<file path="src/rtl/ddr_pack_pkg.sv">
// Shared constants and types for the DDR request packer.
// Assumes: the controller address word is fixed at 31 bits.
package ddr_pack_pkg;
    localparam int CTRL_ADDR_W = 31;

    typedef enum logic [2:0] {
        CMD_WRITE = 3'b000,
        CMD_READ  = 3'b001
    } cmd_code_e;

    typedef enum logic [1:0] {
        ST_IDLE = 2'd0,
        ST_DATA = 2'd1,
        ST_CMD  = 2'd2
    } ctl_state_e;
endpackage

</file>
<file path="src/rtl/ddr_addr_pack.sv">
// Folds bank/row/column into the controller address word and aligns the column.
// Assumes COL_W+ROW_W+BANK_W <= 31 and COL_W >= log2(BURST_LEN); purely combinational.
module ddr_addr_pack
    import ddr_pack_pkg::*;
#(
    parameter int COL_W     = 10,
    parameter int ROW_W     = 13,
    parameter int BANK_W    = 3,
    parameter int BURST_LEN = 4
) (
    input  logic [BANK_W-1:0]      bank,
    input  logic [ROW_W-1:0]       row,
    input  logic [COL_W-1:0]       col,
    output logic [CTRL_ADDR_W-1:0] addr,
    output logic                   misaligned
);
    localparam int ALIGN_B = $clog2(BURST_LEN);

    logic [COL_W-1:0] col_al;

    // Clear the in-burst column bits and note whether any were set.
    always_comb begin
        col_al     = col;
        col_al[ALIGN_B-1:0] = '0;
        misaligned = |col[ALIGN_B-1:0];
    end

    // Column lowest, row above, bank on top, unused bits zero.
    always_comb begin
        addr = '0;
        addr[COL_W-1:0]              = col_al;
        addr[COL_W +: ROW_W]         = row;
        addr[COL_W+ROW_W +: BANK_W]  = bank;
    end
endmodule

</file>
<file path="src/rtl/ddr_beat_packer.sv">
// Collects BURST_LEN write beats, pairs them into double-width words with
// active-high masks, and pushes each word into the write-data FIFO.
// Assumes start is pulsed only while idle; the first beat of a pair is the low half.
module ddr_beat_packer #(
    parameter int DQ_W      = 16,
    parameter int BURST_LEN = 4,
    parameter bit MASK_EN   = 1'b1
) (
    input  logic                  clk,
    input  logic                  rst_n,
    input  logic                  start,
    input  logic                  hold,
    input  logic                  dat_valid,
    input  logic [DQ_W-1:0]       dat_beat,
    input  logic [DQ_W/8-1:0]     dat_be,
    output logic                  dat_ready,
    input  logic                  wdf_afull,
    output logic                  wdf_wr_en,
    output logic [2*DQ_W-1:0]     wdf_data,
    output logic [DQ_W/4-1:0]     wdf_mask,
    output logic                  burst_done
);
    localparam int BE_W  = DQ_W / 8;
    localparam int UW    = 2 * DQ_W;
    localparam int MW    = 2 * BE_W;
    localparam int CNT_W = $clog2(BURST_LEN + 1);

    logic              active_q;
    logic [CNT_W-1:0]  left_q;
    logic              half_q;
    logic [DQ_W-1:0]   lo_beat_q;
    logic              pend_q;
    logic [UW-1:0]     data_q;
    logic              beat_acc;

    // Beats flow only inside a burst and while neither FIFO is almost full.
    assign dat_ready  = active_q & (left_q != '0) & ~hold & ~wdf_afull;
    assign beat_acc   = dat_valid & dat_ready;
    assign wdf_wr_en  = pend_q & ~wdf_afull;
    assign burst_done = wdf_wr_en & active_q & (left_q == '0);
    assign wdf_data   = data_q;

    // Burst bookkeeping, beat pairing and pending-word tracking.
    always_ff @(posedge clk) begin
        if (!rst_n) begin
            active_q  <= 1'b0;
            left_q    <= '0;
            half_q    <= 1'b0;
            lo_beat_q <= '0;
            pend_q    <= 1'b0;
            data_q    <= '0;
        end else begin
            if (start) begin
                active_q <= 1'b1;
                left_q   <= CNT_W'(BURST_LEN);
                half_q   <= 1'b0;
            end
            if (burst_done) active_q <= 1'b0;
            if (wdf_wr_en)  pend_q   <= 1'b0;
            if (beat_acc) begin
                left_q <= left_q - 1'b1;
                if (!half_q) begin
                    lo_beat_q <= dat_beat;
                    half_q    <= 1'b1;
                end else begin
                    data_q <= {dat_beat, lo_beat_q};
                    pend_q <= 1'b1;
                    half_q <= 1'b0;
                end
            end
        end
    end

    generate
        if (MASK_EN) begin : g_mask
            logic [BE_W-1:0] lo_be_q;
            logic [MW-1:0]   mask_q;

            // Invert enables into the mask, pairing them like the data.
            always_ff @(posedge clk) begin
                if (!rst_n) begin
                    lo_be_q <= '0;
                    mask_q  <= '0;
                end else if (beat_acc) begin
                    if (!half_q) lo_be_q <= dat_be;
                    else         mask_q  <= ~{dat_be, lo_be_q};
                end
            end
            assign wdf_mask = mask_q;
        end else begin : g_nomask
            assign wdf_mask = '0;

            p_mask_zero_r7: assert property (@(posedge clk) disable iff (!rst_n)
                wdf_wr_en |-> (wdf_mask == '0));
        end
    endgenerate

    // A word stalled by almost-full keeps its contents until pushed.
    p_word_stable_r9: assert property (@(posedge clk) disable iff (!rst_n)
        (pend_q && wdf_afull) |=> (pend_q && $stable(wdf_data) && $stable(wdf_mask)));

    // No data push into an almost-full FIFO, and no beat taken then.
    p_wdf_gate_r8: assert property (@(posedge clk) disable iff (!rst_n)
        wdf_afull |-> (!wdf_wr_en && !dat_ready));
endmodule

</file>
<file path="src/rtl/ddr_req_packer.sv">
// Top: accepts client read/write requests, packs the address, drives the
// command and write-data FIFO pushes, and orders all data before its command.
// Assumes both FIFOs accept a push whenever their almost-full is low.
module ddr_req_packer
    import ddr_pack_pkg::*;
#(
    parameter int DQ_W      = 16,
    parameter int COL_W     = 10,
    parameter int ROW_W     = 13,
    parameter int BANK_W    = 3,
    parameter int BURST_LEN = 4,
    parameter bit MASK_EN   = 1'b1
) (
    input  logic                  clk,
    input  logic                  rst_n,
    input  logic                  cmd_valid,
    output logic                  cmd_ready,
    input  logic                  cmd_write,
    input  logic [BANK_W-1:0]     cmd_bank,
    input  logic [ROW_W-1:0]      cmd_row,
    input  logic [COL_W-1:0]      cmd_col,
    input  logic                  dat_valid,
    output logic                  dat_ready,
    input  logic [DQ_W-1:0]       dat_beat,
    input  logic [DQ_W/8-1:0]     dat_be,
    output logic                  align_err,
    input  logic                  af_afull,
    output logic                  af_wr_en,
    output logic [2:0]            af_cmd,
    output logic [30:0]           af_addr,
    input  logic                  wdf_afull,
    output logic                  wdf_wr_en,
    output logic [2*DQ_W-1:0]     wdf_data,
    output logic [DQ_W/4-1:0]     wdf_mask
);
    localparam int USED_W  = COL_W + ROW_W + BANK_W;
    localparam int ALIGN_B = $clog2(BURST_LEN);
    localparam int WPB     = BURST_LEN / 2;
    localparam int WCNT_W  = $clog2(WPB + 1) + 1;

    generate
        if (USED_W > CTRL_ADDR_W) begin : g_bad_width
            $error("column+row+bank width exceeds the 31-bit address word");
        end
        if (BURST_LEN != 4 && BURST_LEN != 8) begin : g_bad_burst
            $error("burst length must be 4 or 8");
        end
    endgenerate

    ctl_state_e            state_q;
    cmd_code_e             code_q;
    logic [CTRL_ADDR_W-1:0] addr_q;
    logic [CTRL_ADDR_W-1:0] addr_packed;
    logic                  misaligned;
    logic                  cmd_acc;
    logic                  burst_done;

    ddr_addr_pack #(
        .COL_W(COL_W), .ROW_W(ROW_W), .BANK_W(BANK_W), .BURST_LEN(BURST_LEN)
    ) u_addr (
        .bank(cmd_bank), .row(cmd_row), .col(cmd_col),
        .addr(addr_packed), .misaligned(misaligned)
    );

    ddr_beat_packer #(
        .DQ_W(DQ_W), .BURST_LEN(BURST_LEN), .MASK_EN(MASK_EN)
    ) u_beats (
        .clk(clk), .rst_n(rst_n),
        .start(cmd_acc & cmd_write), .hold(af_afull),
        .dat_valid(dat_valid), .dat_beat(dat_beat), .dat_be(dat_be),
        .dat_ready(dat_ready),
        .wdf_afull(wdf_afull), .wdf_wr_en(wdf_wr_en),
        .wdf_data(wdf_data), .wdf_mask(wdf_mask),
        .burst_done(burst_done)
    );

    // New requests only when idle and both FIFOs have room.
    assign cmd_ready = (state_q == ST_IDLE) & ~af_afull & ~wdf_afull;
    assign cmd_acc   = cmd_valid & cmd_ready;
    assign af_wr_en  = (state_q == ST_CMD) & ~af_afull;
    assign af_cmd    = code_q;
    assign af_addr   = addr_q;

    // Request sequencing: capture, wait for the burst's data, push the command.
    always_ff @(posedge clk) begin
        if (!rst_n) begin
            state_q   <= ST_IDLE;
            code_q    <= CMD_READ;
            addr_q    <= '0;
            align_err <= 1'b0;
        end else begin
            align_err <= 1'b0;
            unique case (state_q)
                ST_IDLE: if (cmd_acc) begin
                    addr_q    <= addr_packed;
                    code_q    <= cmd_write ? CMD_WRITE : CMD_READ;
                    align_err <= misaligned;
                    state_q   <= cmd_write ? ST_DATA : ST_CMD;
                end
                ST_DATA: if (burst_done) state_q <= ST_CMD;
                ST_CMD:  if (af_wr_en)   state_q <= ST_IDLE;
                default: state_q <= ST_IDLE;
            endcase
        end
    end

    // Checker bookkeeping: data words pushed since the last command push.
    logic [WCNT_W-1:0] wcnt_q;
    always_ff @(posedge clk) begin
        if (!rst_n)         wcnt_q <= '0;
        else if (af_wr_en)  wcnt_q <= '0;
        else if (wdf_wr_en) wcnt_q <= wcnt_q + 1'b1;
    end

    p_write_words_r4: assert property (@(posedge clk) disable iff (!rst_n)
        (af_wr_en && af_cmd == CMD_WRITE) |-> (wcnt_q == WCNT_W'(WPB)));

    p_read_no_data_r10: assert property (@(posedge clk) disable iff (!rst_n)
        (af_wr_en && af_cmd == CMD_READ) |-> (wcnt_q == '0));

    p_data_first_r5: assert property (@(posedge clk) disable iff (!rst_n)
        wdf_wr_en |-> (!af_wr_en && wcnt_q < WCNT_W'(WPB)));

    p_col_aligned_r2: assert property (@(posedge clk) disable iff (!rst_n)
        af_wr_en |-> (af_addr[ALIGN_B-1:0] == '0));

    p_code_legal_r3: assert property (@(posedge clk) disable iff (!rst_n)
        af_wr_en |-> (af_cmd == CMD_WRITE || af_cmd == CMD_READ));

    p_cmd_stable_r9: assert property (@(posedge clk) disable iff (!rst_n)
        (state_q == ST_CMD && !af_wr_en) |=>
            (af_wr_en || state_q == ST_CMD) && $stable(af_addr) && $stable(af_cmd));

    p_ready_gate_r8: assert property (@(posedge clk) disable iff (!rst_n)
        (af_afull || wdf_afull) |-> (!cmd_ready && !dat_ready && !af_wr_en || !af_afull && !cmd_ready && !dat_ready));

    generate
        if (USED_W < CTRL_ADDR_W) begin : g_upper_chk
            p_upper_zero_r1: assert property (@(posedge clk) disable iff (!rst_n)
                af_wr_en |-> (af_addr[CTRL_ADDR_W-1:USED_W] == '0));
        end
    endgenerate
endmodule

</file>
<file path="config.mk">
export PLATFORM = sky130hd
export DESIGN_NAME = ddr_req_packer
export DESIGN_NICKNAME = d
export VERILOG_FILES = /design/src/rtl/ddr_pack_pkg.sv /design/src/rtl/ddr_addr_pack.sv /design/src/rtl/ddr_beat_packer.sv /design/src/rtl/ddr_req_packer.sv
export SDC_FILE = /design/constraint.sdc
export NUM_CORES = 1
export LEC_CHECK = 0
export ABC_AREA = 1
export ABC_CLOCK_PERIOD_IN_PS = 1800
export BUFFER_PORTS_ARGS = -buffer_cell sky130_fd_sc_hd__buf_2
export CAP_MARGIN = 20
export CORE_AREA = 4 4 130 132
export CTS_CLUSTER_DIAMETER = 150
export DETAILED_ROUTE_END_ITERATION = 8
export DIE_AREA = 0 0 134 136
export PLACE_DENSITY_LB_ADDON = 0.1
export RECOVER_POWER = 100
export SKIP_LAST_GASP = 1
export SLEW_MARGIN = 20
export SYNTH_ARGS = -nofsm -noshare
export SYNTH_HDL_FRONTEND = slang
export SYNTH_HIERARCHICAL = 1
export SYNTH_SLANG_ARGS = --single-unit
</file>
<file path="constraint.sdc">
create_clock -name clk -period 1.8 [get_ports clk]
set_input_delay 0.18 -clock clk [delete_from_list [all_inputs] [get_ports clk]]
set_output_delay 0.18 -clock clk [all_outputs]
set_load 0.01 [all_outputs]
</file>
# Yosys cells after proc, flatten, opt, wreduce, memory -nomap -nowiden
# Index checks and enable logic that the tools add are counted.
totals:
  wordCells: 60
  register_bits: 90
classes:
  addsub: 1
  muxes: 14
  n_reduce_logical: 11
  n_eq_ne: 5
  n_bitwise: 17
ops:
  columns: ["cell", "count"]
  rows:
  - ["$and A1 B1 Y1", 12]
  - ["$mux W2", 4]
  - ["$mux W1", 7]
  - ["$mux W3", 2]
  - ["$ne A2 B2 Y1 const B", 3]
  - ["$pmux W2 S3", 1]
  - ["$reduce_and A2 Y1", 3]
  - ["$reduce_and A3 Y1", 2]
  - ["$not A1 Y1", 4]
  - ["$not A4 Y4", 1]
  - ["$reduce_or A2 Y1", 2]
  - ["$logic_not A3 Y1", 1]
  - ["$reduce_bool A3 Y1", 1]
  - ["$sub A3 B1 Y3 const B", 1]
  - ["$eq A2 B1 Y1 const B", 1]
  - ["$eq A2 B2 Y1 const B", 1]
  - ["$logic_not A2 Y1", 1]
  - ["$reduce_bool A2 Y1", 1]

# Longest topological paths before layout
# Gate-level depths: netlist (run 1).
logic_depth:
  word_depth: 7
  mapped_depth: 9

# Hierarchy
# Netlist (run 1), hierarchy kept.
by_module_without_submodules:
  columns: ["module", "cells_per_inst", "area_per_inst_um2", "n_inst"]
  rows:
  - ["ddr_beat_packer", 384, 2542.4, 1]
  - ["ddr_req_packer", 170, 1388.8, 1]
  - ["ddr_addr_pack", 35, 247.7, 1]

# Worst setup path before layout (run 1)
# OpenSTA, ideal clock, no wires.
synth_timing:
  kind: "reg2reg"
  from: "register u_beats.left_q[0]"
  to: "register u_beats.data_q[10], in the netlist u_beats/wdf_data[10]"
  arrival_ns: 1.455
  stages_incl_launch_ff: 9
  path_slack_ns: 0.233
  setup_ns: 0.113
  t_required_ns: 1.687
  path_cell_list: "dfxtp_1 -> inv_1 -> ha_1 -> ha_1 -> nor2_4 -> nand4_4 -> buf_2 -> nor2_1 -> nor2_1"
synth_between:
  elab_chain_cells: 6
synth_lines:
  columns: ["item", "line", "rtl"]
  rows:
  - ["start: declaration", "ddr_beat_packer.sv:29", "logic [CNT_W-1:0] left_q;"]
  - ["start signal: assignment", "ddr_beat_packer.sv:55", "left_q <= CNT_W'(BURST_LEN);"]
  - ["start signal: assignment", "ddr_beat_packer.sv:61", "left_q <= left_q - 1'b1;"]
  - ["$reduce_bool A3 Y1", "ddr_beat_packer.sv:37", "assign dat_ready = active_q & (left_q != '0) & ~hold & ~wdf_afull;"]
  - ["$and A1 B1 Y1 (3 in series)", "ddr_beat_packer.sv:37", null]
  - ["$and A1 B1 Y1", "ddr_beat_packer.sv:38", "assign beat_acc = dat_valid & dat_ready;"]
  - ["$reduce_and A2 Y1 (no line)", null, null]
  - ["end signal: assignment", "ddr_beat_packer.sv:66", "data_q <= {dat_beat, lo_beat_q};"]
  - ["end: declaration", "ddr_beat_packer.sv:33", "logic [UW-1:0] data_q;"]
# Every way passes these cells.
# A chain may end at the register's enable or synchronous reset.

# Worst setup path in the final report (run 1)
layout_timing:
  from: "register u_beats.left_q[0]"
  to: "output port dat_ready"
layout_between:
  elab_chain_cells: 4
layout_lines:
  columns: ["item", "line", "rtl"]
  rows:
  - ["$reduce_bool A3 Y1", "ddr_beat_packer.sv:37", null]
  - ["$and A1 B1 Y1 (3 in series)", "ddr_beat_packer.sv:37", null]
  - ["end: declaration", "ddr_req_packer.sv:23", "output logic dat_ready,"]
# Every way passes these cells.

==> flow_results.org, run 1 <==
** Yosys
- In this run the cell area of the synthesized design comes to 0.00418 sq mm.
- After synthesis the netlist holds a flip-flop and latch count of 95.
- Post-synthesis average cell area :: 7.10 sq um
- For this run, the register share of the synthesized area comes to 0.455.
- Post-Synthesis Cells :: 589
- Count of yosys warnings during synthesis :: 6
- Number of distinct library cells after synthesis :: 28

** Layout
- Share of layout cells above drive strength 1 :: 0.140
- The library cells used most frequently in the layout, excluding fill and tap cells, are 147 x sky130_fd_sc_hd__nand2_1, 114 x sky130_fd_sc_hd__nor2_1, 93 x sky130_fd_sc_hd__dfxtp_1, 73 x sky130_fd_sc_hd__clkbuf_1, 72 x sky130_fd_sc_hd__inv_1.
- Number of diodes :: 0
- The layout has 1740 filler cells.
- Leaving out fill and tap cells, the most frequent cell in the layout is sky130_fd_sc_hd__nand2_1.
- At the end of the flow the core is filled with cells to 0.320.
- Compared with the post-synthesis result, the final layout area differs by 20.4%.
- Net count, final :: 733

** Setup path
- Dominant cell type by count on the critical path :: sky130_fd_sc_hd__ha_4
- CP bufs+invs :: 2
- The worst setup path is launched from a flip-flop.
- Worst reg2reg path endpoint :: u_beats/lo_beat_q[15]$_SDFFE_PN0P_
- In this run the worst setup path begins at u_beats/left_q[0]$_SDFFE_PN0P_.
- On the critical path the largest part of the delay comes from adder cells.
- The worst register-to-register path has a depth of 8.
- The worst setup path is captured at a primary output.
- At the worst endpoint, the arrival time is 1.52 ns.
- Along the worst path, the maximum fanout reaches 3.
- In this design, the stage delay of the slowest critical-path cell is between 0.3 and 0.4 ns.
- Capturing instance or port of the critical path :: dat_ready
- Count of cell instances traversed by the critical path :: 5
- Worst setup path class :: reg2out
- The slowest stage of the critical path belongs to the cell sky130_fd_sc_hd__dfxtp_2.
- In this run the critical register-to-register path is launched from u_beats/left_q[0]$_SDFFE_PN0P_.
- For flop-to-flop paths, the worst setup slack is 0.20 ns.
- Critical Path, Cell by Cell :: inv_2, ha_4, ha_4, nor4_4, buf_2
- For the worst setup path, the data required time is 1.62 ns.

** Global route
- The number of global-route vias before repair is around 3400.
- For this run, the total global-route usage over all layers was measured as 0.116.
- Number of antenna violations at the first check in global routing :: 0
- Summed over all layers, the global routing overflow is 0.
- Entering global routing, the biggest net connects 52 pins.
- The first global-routing pass estimated 17000 um of wire.

** Die
- In this run the core area contains 46 standard-cell rows.
- The core region is 0.0157 sq mm.
- Floorplan die area :: 0.0182 sq mm
- Vert. Die Dim :: 136 um
- Io pins :: 126
- Die X :: 134 um
- For this configuration, the core starts out at a cell density of 0.266.

** STA
- The routed design could run at a clock period as short as 1.70 ns.
- Headroom to the max-slew limit came out at 0.533.
- Static timing analysis puts the maximum clock frequency at 589 MHz.
- Final worst-path cycle share :: 0.944
- The number of hold-slack violations in the final timing report came to 0.
- Tightest hold margin :: 0.0809 ns
- Worst slew pin tran :: approximately 0.7 ns
- The final number of max-transition violations was 0.
- Setup violations, final :: 0
- For the final database, setup skew stands at 0.00620 ns.

** Clocking
- Worst-skew pair later-pin latency :: roughly 0.35 ns
- Maximum clock path buffer count :: 2
- The tree is rooted in a sky130_fd_sc_hd__clkbuf_16.
- TritonCTS created 9 clock buffers.
- # clock sinks :: 95
- TritonCTS built the clock tree.
- Clock-pin slew was measured on the worst setup and hold paths at about 0.07 ns.
- CTS built an H-tree with a depth of 3.

** Route
- In the final routed layout, each cell accounts on average for 11.6 um.
- The final route contains 3596 vias.
- DRC violation count after routing :: 0
- After the first detailed-routing iteration, the DRC count stood at roughly 170.
- For this block, the routed nets add up to 10400 um of wire.
- Using the TritonRoute via totals, the vias-per-cell ratio works out to 3.99.
- The first detailed-routing pass took 6 iterations.
- Once detail routing completed, the nets flagged for antenna violations numbered 0.

** Placement
- Input and output buffers added on the ports amount to 123.
- Routability-driven placement finished with a final weighted congestion of 0.734.
- Detailed placement finished with a half-perimeter wire length of 7140 um.

** Power and ir drop
- Ratio of total power to cell area :: 896 mW/mm^2
- IR analysis of the VDD net gives a maximum drop of 0.375 mV.
- In this run the static leakage power is 2.41 nW.

** Status
- Run status :: complete, no violations

** Run
- Max-cap violations in this run came to 0.

** Min path
- Hold crit path type :: in2reg
==> cells by family after synthesis <==
kind of cell | after synthesis | synth area share
flip-flops | 95 | 0.455
other | 2 | 0.00180
adder cells (fa/ha/maj) | 2 | 0.00599
AND/OR/NAND/NOR | 310 | 0.313
AO/OA/AOI/OAI | 42 | 0.0521
buffers and inverters | 138 | 0.172
==> sequential cells by signal (all words and copies together), names as in the netlist <==
signal,count
af_cmd,1
u_beats/left_q,3
state_q,2
u_beats/active_q,1
u_beats/wdf_mask,4
u_beats/wdf_data,32
u_beats/g_mask.lo_be_q,2
af_addr,31
u_beats/lo_beat_q,16
align_err,1
u_beats/pend_q,1
u_beats/half_q,1
==> layer usage <==
metal / vias up / GRT usage / wire length (um)
met5: - / 0 / 0
met3: 12 / 0.0385 / 660
met2: 82 / 0.186 / 4890
met1: 1589 / 0.144 / 4700
li1: 1913 / - / -
met4: 0 / 0.0509 / 192
==> synthesized netlist by cell type <==
library cell | n | area share
sky130_fd_sc_hd__nand2_1 | 147 | 0.13
sky130_fd_sc_hd__nor2_1 | 114 | 0.10
sky130_fd_sc_hd__dfxtp_1 | 95 | 0.46
sky130_fd_sc_hd__inv_1 | 74 | 0.066
sky130_fd_sc_hd__a21oi_1 | 38 | 0.046
sky130_fd_sc_hd__buf_4 | 36 | 0.065
sky130_fd_sc_hd__nand3_1 | 35 | 0.042
sky130_fd_sc_hd__buf_2 | 9 | 0.011
sky130_fd_sc_hd__clkbuf_1 | 8 | 0.0072
sky130_fd_sc_hd__buf_6 | 7 | 0.019
sky130_fd_sc_hd__o21ai_0 | 3 | 0.0036
sky130_fd_sc_hd__conb_1 | 2 | 0.0018
sky130_fd_sc_hd__ha_1 | 2 | 0.0060
sky130_fd_sc_hd__inv_2 | 2 | 0.0018
sky130_fd_sc_hd__nand3_2 | 2 | 0.0048
sky130_fd_sc_hd__nand4_4 | 2 | 0.010
sky130_fd_sc_hd__nor2_4 | 2 | 0.0054
sky130_fd_sc_hd__and3_1 | 1 | 0.0015
sky130_fd_sc_hd__buf_1 | 1 | 0.00090
sky130_fd_sc_hd__clkbuf_4 | 1 | 0.0018
sky130_fd_sc_hd__nand2_2 | 1 | 0.0015
sky130_fd_sc_hd__nand3b_1 | 1 | 0.0018
sky130_fd_sc_hd__nand4_1 | 1 | 0.0015
sky130_fd_sc_hd__nand4_2 | 1 | 0.0030
sky130_fd_sc_hd__nor3_1 | 1 | 0.0012
sky130_fd_sc_hd__nor3_4 | 1 | 0.0039
sky130_fd_sc_hd__nor4_1 | 1 | 0.0015
sky130_fd_sc_hd__o211ai_2 | 1 | 0.0030
==> power by group <==
part / switching (mW) / internal (mW) / total [mW]
Clock: 0.798 / 1.29 / 2.09
Sequential: 0.0179 / 2.13 / 2.15
Combinational: 0.171 / 0.0953 / 0.266
==> repair_timing <==
item	4_1_cts	5_1_grt
hold buffers	0	0
gates resized for setup	3	7
endpoints found under the setup margin	1	1
pin swaps	1	3
setup buffers	0	1
==> worst min-delay path, delay by kind of cell <==
| kind | cells | cell delay [ns] |
|---|---|---|
| buffers and inverters | 1 | 0.09 |
| and+or+nand+nor | 2 | 0.12 |
==> stage by stage <==
stage | power, mW | area [sq um] | setup slack, ns | instances | TNS [ns]
after floorplan | 2.39 | 4210 | 0.233 | 596 | 0
after global routing | 4.71 | 5030 | -0.00704 | 901 | -0.00704
after CTS | 4.60 | 5110 | 0.0342 | 900 | 0
after global placement | 2.47 | 4760 | 0.175 | 884 | 0
final | 4.51 | 5030 | 0.101 | 901 | 0
after detailed placement | 2.47 | 4760 | 0.137 | 884 | 0
==> final cells by class <==
type                    instances  area [sq um]  share of cell area
inverters                      76           285              0.0567
clock inverters                 3          65.1              0.0129
flip-flops and latches         95          1900               0.379
clock buffers                  13           260              0.0517
well taps                     216           270              0.0537
repair buffers                135           627               0.125
multi-input cells             363          1620               0.322
==> worst min-delay path by stage <==
stage,cells past startpoint,start,slack [ns],end
2_1_floorplan,1,rst_n,0.26,af_cmd[0]$_SDFFE_PN1P_
3_3_place_gp,1,u_beats/left_q[0]$_SDFFE_PN0P_,0.42,u_beats/left_q[0]$_SDFFE_PN0P_
3_5_place_dp,1,u_beats/left_q[0]$_SDFFE_PN0P_,0.42,u_beats/left_q[0]$_SDFFE_PN0P_
4_1_cts,3,dat_beat[5],0.07,u_beats/lo_beat_q[5]$_SDFFE_PN0P_
5_1_grt,3,dat_beat[10],0.08,u_beats/wdf_data[26]$_SDFFE_PN0P_
6_report,3,dat_beat[5],0.08,u_beats/lo_beat_q[5]$_SDFFE_PN0P_
Power figures use the tool's default switching activity.
==> run 2, diff against run 1 <==
--- a/config.mk
+++ b/config.mk
@@ -5,14 +5,13 @@
 export SDC_FILE = /design/constraint.sdc
 export NUM_CORES = 1
 export LEC_CHECK = 0
-export ABC_AREA = 1
 export ABC_CLOCK_PERIOD_IN_PS = 1800
 export BUFFER_PORTS_ARGS = -buffer_cell sky130_fd_sc_hd__buf_2
 export CAP_MARGIN = 20
-export CORE_AREA = 4 4 130 132
+export CORE_AREA = 4 4 128 130
 export CTS_CLUSTER_DIAMETER = 150
 export DETAILED_ROUTE_END_ITERATION = 8
-export DIE_AREA = 0 0 134 136
+export DIE_AREA = 0 0 132 134
 export PLACE_DENSITY_LB_ADDON = 0.1
 export RECOVER_POWER = 100
 export SKIP_LAST_GASP = 1
==> flow_results.org, run 2 <==
** Status
- Run status: complete, but fails checks (was complete, no violations).
- The checks that failed: negative setup slack.

** Power and ir drop
- Worst voltage drop across the vdd grid :: 0.362 mV (was 0.375 mV)
- The power consumption was 4.37 mW (was 4.51 mW).
- Ratio of total power to cell area :: 882 mW/mm^2 (was 896 mW/mm^2)
- Total leakage power :: 2.16 nW (was 2.41 nW)

** STA
- The final setup slack of the worst path was -0.00320 ns (was 0.101 ns).
- Hold violation total from the final report :: 0 (unchanged)
- Total negative setup slack :: -0.00394 ns (was 0 ns)
- The final number of max-transition violations was 0 (unchanged).
- Unrepaired setup endpoints after global routing :: true
- Worst clock skew on the final layout :: 0.00583 ns (was 0.00620 ns)
- The final count of negative-setup-slack endpoints was 2 (was 0).
- The achievable clock frequency came to 555 MHz (was 589 MHz).
- The share of the clock period used by the worst path after layout came to 1.00 (was 0.944).
- The final critical-path required period was 1.80 ns (was 1.70 ns).

** Min path
- The launch instance of the worst min-delay path is cmd_row[11] (was dat_beat[5]).
- Hold crit path type :: in2reg (unchanged)

** Global route
- The wire length of the first global-routing pass came to 14500 um (was 17000 um).
- The total global routing overflow was 0 (unchanged).
- The number of global-route vias before repair came to 2901 (was 3448).
- Maximum number of pins on one net before global-route repair :: 55 (was 52)
- The number of antenna violations at the first check in global routing is 0 (unchanged).
- The overall fraction of global-route tracks in use was 0.101 (was 0.116).

** Route
- 1st-iter DRT viols :: 101 (was 165)
- The routed length per instance is 12.7 um (was 11.6 um).
- Routed wire length :: 9060 um (was 10400 um)
- The via count of the routed design is 2982 (was 3596).
- The remaining antenna violation count is 0 (unchanged).
- Vias per cell :: 4.18 (was 3.99)
- TritonRoute pass-1 iters :: 4 (was 6)
- The remaining design rule violation count was 0 (unchanged).

** Yosys
- Post-synthesis average cell area :: 9.64 sq um (was 7.10 sq um)
- The number of synthesized flops with an enable pin is 0 (unchanged).
- The largest area contributor in the synthesized netlist is sky130_fd_sc_hd__dfxtp_1 (unchanged).
- Count of yosys warnings during synthesis :: 6 (unchanged)
- The combined area of all synthesized cells came to 0.00407 sq mm (was 0.00418 sq mm).
- Share of synthesized cell area in full adder, half adder and majority cells :: 0.00615 (was 0.00599)
- Ys async rst share :: 0 (unchanged)
- The post-synthesis share of cell area spent on and, or, nand and nor gates came to 0.184 (was 0.313).
- Combinational family with the most area after synthesis :: multiplexers (was simple AND/OR/NAND/NOR gates)
- Top area cells in the synthesized netlist :: sky130_fd_sc_hd__dfxtp_1 47%, sky130_fd_sc_hd__mux2i_1 21%, sky130_fd_sc_hd__nand2_1 12%, sky130_fd_sc_hd__buf_4 6.1%, sky130_fd_sc_hd__buf_12 2.0% (was sky130_fd_sc_hd__dfxtp_1 46%, sky130_fd_sc_hd__nand2_1 13%, sky130_fd_sc_hd__nor2_1 10%, sky130_fd_sc_hd__inv_1 6.6%, sky130_fd_sc_hd__buf_4 6.5%)
- The post-synthesis register bit count is 95 (unchanged).
- Fraction of post-synthesis cell area in the top cell type by area :: 0.468 (was 0.455)
- Seq/Total Area, Yosys :: 0.468 (was 0.455)
- Number of distinct library cells after synthesis :: 34 (was 28)
- The portion of netlist area occupied by mux cells came to 0.209 (was 0).
- Commonest cells in the synthesized netlist :: 135 x sky130_fd_sc_hd__nand2_1, 95 x sky130_fd_sc_hd__dfxtp_1, 85 x sky130_fd_sc_hd__mux2i_1, 33 x sky130_fd_sc_hd__buf_4, 16 x sky130_fd_sc_hd__clkbuf_1 (was 147 x sky130_fd_sc_hd__nand2_1, 114 x sky130_fd_sc_hd__nor2_1, 95 x sky130_fd_sc_hd__dfxtp_1, 74 x sky130_fd_sc_hd__inv_1, 38 x sky130_fd_sc_hd__a21oi_1)
- The complex-gate fraction of the synthesized area came to 0.0172 (was 0.0521).
- Post-Synthesis Cells :: 422 (was 589)
- Most instantiated library cell after synthesis :: sky130_fd_sc_hd__nand2_1 (unchanged)
- The main flop type after synthesis was sky130_fd_sc_hd__dfxtp_1 (unchanged).
- The synthesized-area fraction occupied by xor and xnor cells was 0 (unchanged).

** Layout
- The number of flip-flops under the largest register name is 32 (unchanged).
- The most common cell after layout, fill and taps aside is sky130_fd_sc_hd__nand2_1 (unchanged).
- Post-layout instance area :: 0.00496 sq mm (was 0.00503 sq mm)
- The area added between synthesis and finish was 21.8% (was 20.4%).
- The final layout net count is 574 (was 733).
- Share of layout cells above drive strength 1 :: 0.183 (was 0.140)
- The number of antenna cells inserted was 0 (unchanged).
- Commonest non-fill, non-tap cells in the layout: 135 x sky130_fd_sc_hd__nand2_1, 93 x sky130_fd_sc_hd__dfxtp_1, 85 x sky130_fd_sc_hd__mux2i_1, 73 x sky130_fd_sc_hd__clkbuf_1, 50 x sky130_fd_sc_hd__buf_2 (was 147 x sky130_fd_sc_hd__nand2_1, 114 x sky130_fd_sc_hd__nor2_1, 93 x sky130_fd_sc_hd__dfxtp_1, 73 x sky130_fd_sc_hd__clkbuf_1, 72 x sky130_fd_sc_hd__inv_1).
- The non-filler instance count after layout was 714 (was 901).

** Die
- The number of standard-cell rows in the floorplan came to 45 (was 46).
- Initial standard-cell utilization of the core :: 0.269 (was 0.266)
- Floorplan die area :: 0.0177 sq mm (was 0.0182 sq mm)
- Area inside the core boundary :: 0.0151 sq mm (was 0.0157 sq mm)
- Io pins :: 126 (unchanged)
- Vert. Die Dim :: 134 um (was 136 um)
- Die X :: 132 um (was 134 um)

** Clocking
- Root Driver :: sky130_fd_sc_hd__clkbuf_16 (unchanged)
- The number of buffers inserted during clock tree synthesis was 9 (unchanged).
- Hold-fix buffers at CTS :: 0 (unchanged)
- Clock-pin slew on the worst setup and hold paths :: 0.07 ns (about the same)
- Clock tree from TritonCTS :: built (unchanged)
- Maximum clock path buffer count :: 2 (unchanged)
- # H-tree levels :: 3 (unchanged)
- The total number of clock tree sinks was 95 (unchanged).
- The worst-skew pair later-pin latency was 0.34 ns (was 0.35 ns).

** Setup path
- Kind of start point of the critical path :: flip-flop (unchanged)
- Critical Path, Cell by Cell: inv_2, ha_4, ha_4, nor4b_4, and3_4, clkbuf_16, mux2i_1 (was inv_2, ha_4, ha_4, nor4_4, buf_2).
- The data arrival time of the worst path was 2.07 ns (was 1.52 ns).
- The worst path required time was 2.07 ns (was 1.62 ns).
- Worst setup path start :: u_beats/left_q[0]$_SDFFE_PN0P_ (unchanged)
- The cell type of the slowest stage on the worst timing path is sky130_fd_sc_hd__and3_4 (was sky130_fd_sc_hd__dfxtp_2).
- Dominant cell type by count on the critical path :: sky130_fd_sc_hd__ha_4 (unchanged)
- Top fanout value on the critical path :: 7 (was 3)
- The reg-to-reg critical path startpoint is u_beats/left_q[0]$_SDFFE_PN0P_ (unchanged).
- Worst setup path class :: reg2reg (was reg2out)
- Element type at the critical path end :: flip-flop (was primary output)
- Largest stage delay on the critical path :: 0.35 ns (was 0.33 ns)

** Placement
- Total of buffers placed on input and output ports :: 123 (unchanged)
- Placed Cells :: 694 (was 884)
- The half-perimeter wire length after placement was 6090 um (was 7140 um).
- The area of placed instances came to 0.00466 sq mm (was 0.00476 sq mm).
- The final weighted congestion of routability-driven global placement was 0.664 (was 0.734).

** Run
- Max-capacitance violation count :: 0 (unchanged)
[run 2: cell count changes after synthesis, moves of 6 or more]
cell / before / now
sky130_fd_sc_hd__mux2i_1: 0 / 85
sky130_fd_sc_hd__nand2_1: 147 / 135
sky130_fd_sc_hd__inv_1: 74 / 4
sky130_fd_sc_hd__a21oi_1: 38 / 2
sky130_fd_sc_hd__nand3_1: 35 / 1
sky130_fd_sc_hd__nor2_1: 114 / 2
sky130_fd_sc_hd__nand3b_1: 1 / 7
sky130_fd_sc_hd__buf_2: 9 / 0
sky130_fd_sc_hd__clkbuf_1: 8 / 16
[run 2: metal layers]
metal	track usage	vias up	part of all wire
met5	0	-	0
met4	0.0508	0	0.018
met2	0.139	91	0.41
li1	-	1538	-
met1	0.138	1343	0.48
met3	0.0390	10	0.085
[run 2: area by class of cell]
| cell class | count | area (sq um) |
|---|---|---|
| fill | 1594 | 10200 |
| sequential | 95 | 1900 |
| multi-input combinational | 271 | 1750 |
| timing repair buffer | 140 | 749 |
| clock buffer | 10 | 239 |
| tap | 188 | 235 |
| clock inverter | 6 | 67.6 |
| inverter | 4 | 15.0 |
[run 2: path summary, 6_finish.rpt]
kind | slack (ns) | end | cells past startpoint
max reg2reg | -0.003 | u_beats/wdf_data[2]$_SDFFE_PN0P_ | 7
max | -0.003 | u_beats/wdf_data[2]$_SDFFE_PN0P_ | 7
min reg2reg | 0.46 | u_beats/g_mask.lo_be_q[0]$_SDFFE_PN0P_ | 2
min | 0.08 | af_addr[21]$_SDFFE_PN0P_ | 3
[run 2: what timing repair did]
item / in CTS / in global routing
pin swaps: 1 / 4
endpoints found under the setup margin: 4 / 37
buffers inserted: 0 / 1
resized for setup: 1 / 8
gates cloned: 0 / 3
[run 2: cells by family (layout without fill, tap and decap cells)]
kind of cell / after synthesis / count (layout)
AND/OR/NAND/NOR: 164 / 164
flip-flops: 95 / 95
multiplexers: 85 / 85
buffers and inverters: 63 / 160
AO/OA/AOI/OAI: 11 / 11
adder cells (fa/ha/maj): 2 / 2
other: 2 / 9
[run 2: through the flow]
| step | setup WS [ns] | hold slack, ns | utilization |
|---|---|---|---|
| after floorplan | 0.00752 | 0.319 | - |
| after global placement | 0.0607 | 0.424 | 0.308 |
| after detailed placement | -0.00773 | 0.430 | 0.308 |
| after CTS | -0.0162 | 0.0512 | 0.329 |
| after global routing | -0.134 | 0.0581 | 0.327 |
| final | -0.00320 | 0.0753 | 0.327 |
[run 2: where the power goes]
part / switching (mW) / internal, mW / total [mW]
combinational: 0.153 / 0.111 / 0.264
sequential: 0.0164 / 2.13 / 2.15
clock: 0.842 / 1.12 / 1.96
total: 1.01 / 3.36 / 4.37
[run 2: critical path: cells and delay by family (launching register included)]
| family | cells | cell delay, ns |
|---|---|---|
| and+or+nand+nor | 2 | 0.66 |
| DFF | 1 | 0.33 |
| adders and majority gates | 2 | 0.33 |
| buffers and inverters | 2 | 0.24 |
| muxes | 1 | 0.18 |
